### src/rtl/piso_pkg.sv
package piso_pkg;
  typedef struct packed {
    logic doLoad;
    logic doShift;
  } stepStrobes_t;
endpackage

### src/rtl/piso_ctrl.sv
module piso_ctrl
  import piso_pkg::*;
(
  input  logic         clkEnN,
  input  logic         loadN,
  output stepStrobes_t strobes
);
  // Enable gates both actions; load select then picks load over shift.
  always_comb begin
    strobes = '0;
    if (!clkEnN) begin
      if (!loadN) strobes.doLoad  = 1'b1;
      else        strobes.doShift = 1'b1;
    end
  end
endmodule

### src/rtl/piso_datapath.sv
module piso_datapath
  import piso_pkg::*;
#(
  parameter int WIDTH = 8
) (
  input  logic             clk,
  input  logic             clearN,
  input  stepStrobes_t     strobes,
  input  logic             serIn,
  input  logic [WIDTH-1:0] parIn,
  output logic             serOut
);
  localparam int TOP = WIDTH - 1;

  logic [TOP:0] stateQ;

  always_ff @(posedge clk or negedge clearN) begin
    if (!clearN)              stateQ <= '0;
    else if (strobes.doLoad)  stateQ <= parIn;
    else if (strobes.doShift) stateQ <= {stateQ[TOP-1:0], serIn};
  end

  assign serOut = stateQ[TOP];

  // a load captures the whole parallel word
  a_r3_load_capture: assert property (@(posedge clk) disable iff (!clearN)
    strobes.doLoad |=> stateQ == $past(parIn));

  // a shift moves the old next-to-top bit onto the output
  a_r4_shift_step: assert property (@(posedge clk) disable iff (!clearN)
    strobes.doShift |=> (serOut == $past(stateQ[TOP-1])) && (stateQ[0] == $past(serIn)));

  // no strobe means the word is held
  a_r5_hold: assert property (@(posedge clk) disable iff (!clearN)
    (!strobes.doLoad && !strobes.doShift) |=> $stable(stateQ));

  // while clear is held the register is empty at every edge
  a_r2_clear_empty: assert property (@(posedge clk)
    !clearN |-> (stateQ == '0));
endmodule

### src/rtl/piso_shifter.sv
module piso_shifter
  import piso_pkg::*;
#(
  parameter int WIDTH = 8
) (
  input  logic             clk,
  input  logic             clearN,
  input  logic             clkEnN,
  input  logic             loadN,
  input  logic             serIn,
  input  logic [WIDTH-1:0] parIn,
  output logic             serOut
);
  stepStrobes_t strobes;

  piso_ctrl uCtrl (
    .clkEnN (clkEnN),
    .loadN  (loadN),
    .strobes(strobes)
  );

  piso_datapath #(.WIDTH(WIDTH)) uPath (
    .clk    (clk),
    .clearN (clearN),
    .strobes(strobes),
    .serIn  (serIn),
    .parIn  (parIn),
    .serOut (serOut)
  );
endmodule

### config.mk
export PLATFORM = sky130hd
export DESIGN_NAME = piso_shifter
export DESIGN_NICKNAME = d
export VERILOG_FILES = /design/src/rtl/piso_pkg.sv /design/src/rtl/piso_ctrl.sv /design/src/rtl/piso_datapath.sv /design/src/rtl/piso_shifter.sv
export SDC_FILE = /design/constraint.sdc
export NUM_CORES = 1
export LEC_CHECK = 0
export ABC_AREA = 1
export BUFFER_PORTS_ARGS = -buffer_cell sky130_fd_sc_hd__buf_2
export CORE_AREA = 2 2 39 41
export CTS_CLUSTER_SIZE = 30
export DETAILED_ROUTE_END_ITERATION = 8
export DIE_AREA = 0 0 41 43
export GPL_TIMING_DRIVEN = 0
export SLEW_MARGIN = 10
export SYNTH_ARGS = -nofsm -noshare
export SYNTH_HDL_FRONTEND = slang
export SYNTH_HIERARCHICAL = 1
export SYNTH_SLANG_ARGS = --single-unit
### constraint.sdc
create_clock -name clk -period 0.8 [get_ports clk]
set_input_delay 0.04 -clock clk [delete_from_list [all_inputs] [get_ports clk]]
set_output_delay 0.04 -clock clk [all_outputs]
set_load 0.1 [all_outputs]
==> impl_results.md <==
- Final hold viol count: 0
- Endpoint required time on the critical path: 0.76 ns
- Site row count: 14
- I/O pin count: 14
- Total Die Area: 1763 um^2
- Wire length per cell after detailed routing: 9.976 um
- Clock latency of the later-clocked register in the worst-skew pair: ~0.25 ns
- Power per unit of standard cell area: roughly 1900 nW/um^2
- Clock transition at the register clock pins on the worst setup and hold paths after CTS: 0.06 ns
- Number of synthesis warnings: 6
- Leading cell types in the layout, fill and taps excluded: sky130_fd_sc_hd__nand2_1 (16), sky130_fd_sc_hd__nand3_1 (16), sky130_fd_sc_hd__buf_2 (12)
- Post-synthesis adder-cell area fraction: 0%
- GRT Residual Overflow: 0
- HPWL reported at the end of detailed placement: 548 um
- Biggest regs: uPath/stateQ: 8 flops
- Area overhead of the layout relative to synthesis: 46.45%
- Worst reg2reg path depth: 2
- Unrepaired setup endpoints after global routing: true
- Number of unique standard cell types used by synthesis: 10
- Crit path from: uPath/stateQ[7]
- Maximum level of the CTS H-tree: 1
- Antenna viol nets, final: 0
- # placed instances: between 70 and 80
- Setup Crit Path Kind: reg -> out
- Worst slew margin relative to its limit: a little under nine tenths
- Ordered cell list for the critical path: buf_12
- CP Capture Type: primary output
- Post-route clock skew: 0.007762 ns
- Total wire length after detailed routing: 848 um
- Via count of the first global-routing pass: 336
- Global-route wire length before repair: 1.435 mm
- Sequential-to-total area share from yosys stat: 51.61%
- Total design power: ~1100 uW
- Final Util: 41.05%
- Port Buffers: 13
- Proportion of synthesized area in mux cells: 0%
- Via total after detailed routing: 370
- Largest family of logic cells by synthesized area: simple AND/OR/NAND/NOR gates
- Width of the chip: 41 um
- Global-route total usage across every layer: 12.82%
- CP max FO: 2
- Final setup violation count: 1
- Max Transition Viols Final: 0
- Max reg flops: 8
- Share of final-layout standard cells stronger than drive strength 1: 31.88%
- CTS tree: done
- Effective utilization at floorplan: 28.03%
- Pin count of the biggest net entering global routing: 11
- Final critical path time including I/O delays and setup: ~0.95 ns
- WP data arrival: around 0.9 ns
- Inserted Diodes: 0
- R2r startpoint: uPath/stateQ[7]
- Worst-case clock buffer depth: 2
- Number of cells on the critical path: 1
- Max_cap viols: 0
- Core Footprint: 1384 um^2
- Hold WS: 0.01530 ns
- Most flop-heavy register: uPath/stateQ
- Final clock period utilization by the worst path: 119.0%
- Synth Area in Simple Gates: 41.61%
- Max rail drop VDD: 693.8 uV
- Static power due to leakage: 0.0002827 uW
- Drt first-iter violations: 13
- Top Family by Delay on Critical Path: flip-flops
- Number of flip-flops and latches in the synthesized netlist: 8
- Net count after synthesis: 60
- Critical Path Slowest Stage Cell: sky130_fd_sc_hd__dfrtp_4
- Total number of clock tree sinks: 8
- Result of the run: finished, violations left
- Final Instance Count excl. Fillers: 85
- DR pass1 iterations: 4
- CTS root buf: sky130_fd_sc_hd__clkbuf_4
- Routability congestion estimate: around 0.7
- Xor-xnor portion of the synthesized cell area: 0%
- Cts bufs inserted: 3
- Sum of buffers and inverters on the critical path: 1
- Gate Count Post-Synth: 47
- Chip height: 43 um
- Setup slack of the worst register-to-register path: 0.07 ns
- Origin of the worst min-delay path: parIn[3]
- Post-synthesis compound-gate area fraction: 0%
- Post CTS Setup Buffer Count: 0
- Highest attainable clock frequency: 1051 MHz
- Type of the worst min-delay path: in -> reg
- Cell area after synthesis: approximately 390 um^2
- Final net count: 83
- DRC violation count after routing: 0
- Initial antenna violation count: 0
- Slew at the pin closest to its max-slew limit: roughly 0.21 ns
- Largest stage delay, worst path: 0.49 ns
- Average instance area after synthesis: 8.253 um^2
- Cell depth of the worst hold path: 3
- Violations in the final reports: setup timing
- Startpoint type of the worst setup path: flop
- Via count normalized by instance count: about 4.4
- Post-route setup slack: -0.1516 ns
[report_power, final]
part	switching, uW	leakage, uW	total (uW)	internal [uW]
Clock	136	0.0000150	327	191
Sequential	34.2	0.0000985	504	470
Combinational	145	0.000169	259	114
Total	315	0.000283	1090	774
[layout make-up]
type | instances | area [um^2]
buffer | 2 | 18.77
sequential | 8 | 203.9
fill | 154 | 815.8
inverter | 2 | 7.507
tap | 16 | 20.02
multi-input combinational | 35 | 161.4
timing repair buffer | 18 | 130.1
clock buffer | 4 | 26.28
[cell families (layout without fill, tap and decap cells)]
logic type / count (synthesis) / in the layout
buf+inv: 4 / 26
flops: 8 / 8
simple gates: 35 / 35
[what timing repair did]
item	4_1_cts	5_1_grt
gates cloned	0	0
gates resized for setup	4	0
hold endpoints to repair	12	0
hold buffers	5	0
setup endpoints to repair	1	1
[layer usage]
layer	part of all wire (%)	up-vias	GRT usage [%]
li1	-	197	-
met1	51	158	17.65
met2	40	13	15.31
met3	7.8	2	7.853
met4	1.2	0	6.000
met5	0	-	0
[worst min-delay path, stage by stage]
cell and delay [ns]:
sky130_fd_sc_hd__buf_2 0.08, sky130_fd_sc_hd__nand2_1 0.04, sky130_fd_sc_hd__nand3_1 0.07
[stage by stage]
| stage | area, um^2 | setup slack (ns) | TNS [ns] |
|---|---|---|---|
| final | 568.0 | -0.1516 | -0.1516 |
| after global routing | 568.0 | -0.1847 | -0.1847 |
| after CTS | 568.0 | -0.1674 | -0.1674 |
| after detailed placement | 476.7 | -0.03854 | -0.03988 |
| after global placement | 476.7 | -0.03637 | -0.03637 |
| after floorplan | 391.6 | -0.07283 | -0.07283 |
[worst paths after layout]
path	to
min in group asynchronous	uPath/stateQ[7]
max in group asynchronous	uPath/stateQ[7]
setup reg to reg	uPath/stateQ[7]
hold reg to reg	uPath/stateQ[3]
hold / removal	uPath/stateQ[3]
setup / recovery	serOut
[cells in the mapped netlist]
cell | n | area share, %
sky130_fd_sc_hd__buf_4 | 1 | 1.9
sky130_fd_sc_hd__buf_6 | 1 | 2.9
sky130_fd_sc_hd__dfrtp_1 | 8 | 52
sky130_fd_sc_hd__inv_1 | 1 | 0.97
sky130_fd_sc_hd__inv_2 | 1 | 0.97
sky130_fd_sc_hd__nand2_1 | 16 | 15
sky130_fd_sc_hd__nand3_1 | 16 | 21
sky130_fd_sc_hd__nor2_1 | 1 | 0.97
sky130_fd_sc_hd__nor2_2 | 1 | 1.6
sky130_fd_sc_hd__nor2_4 | 1 | 2.9
Note: power is estimated with default switching activity, not from simulation.
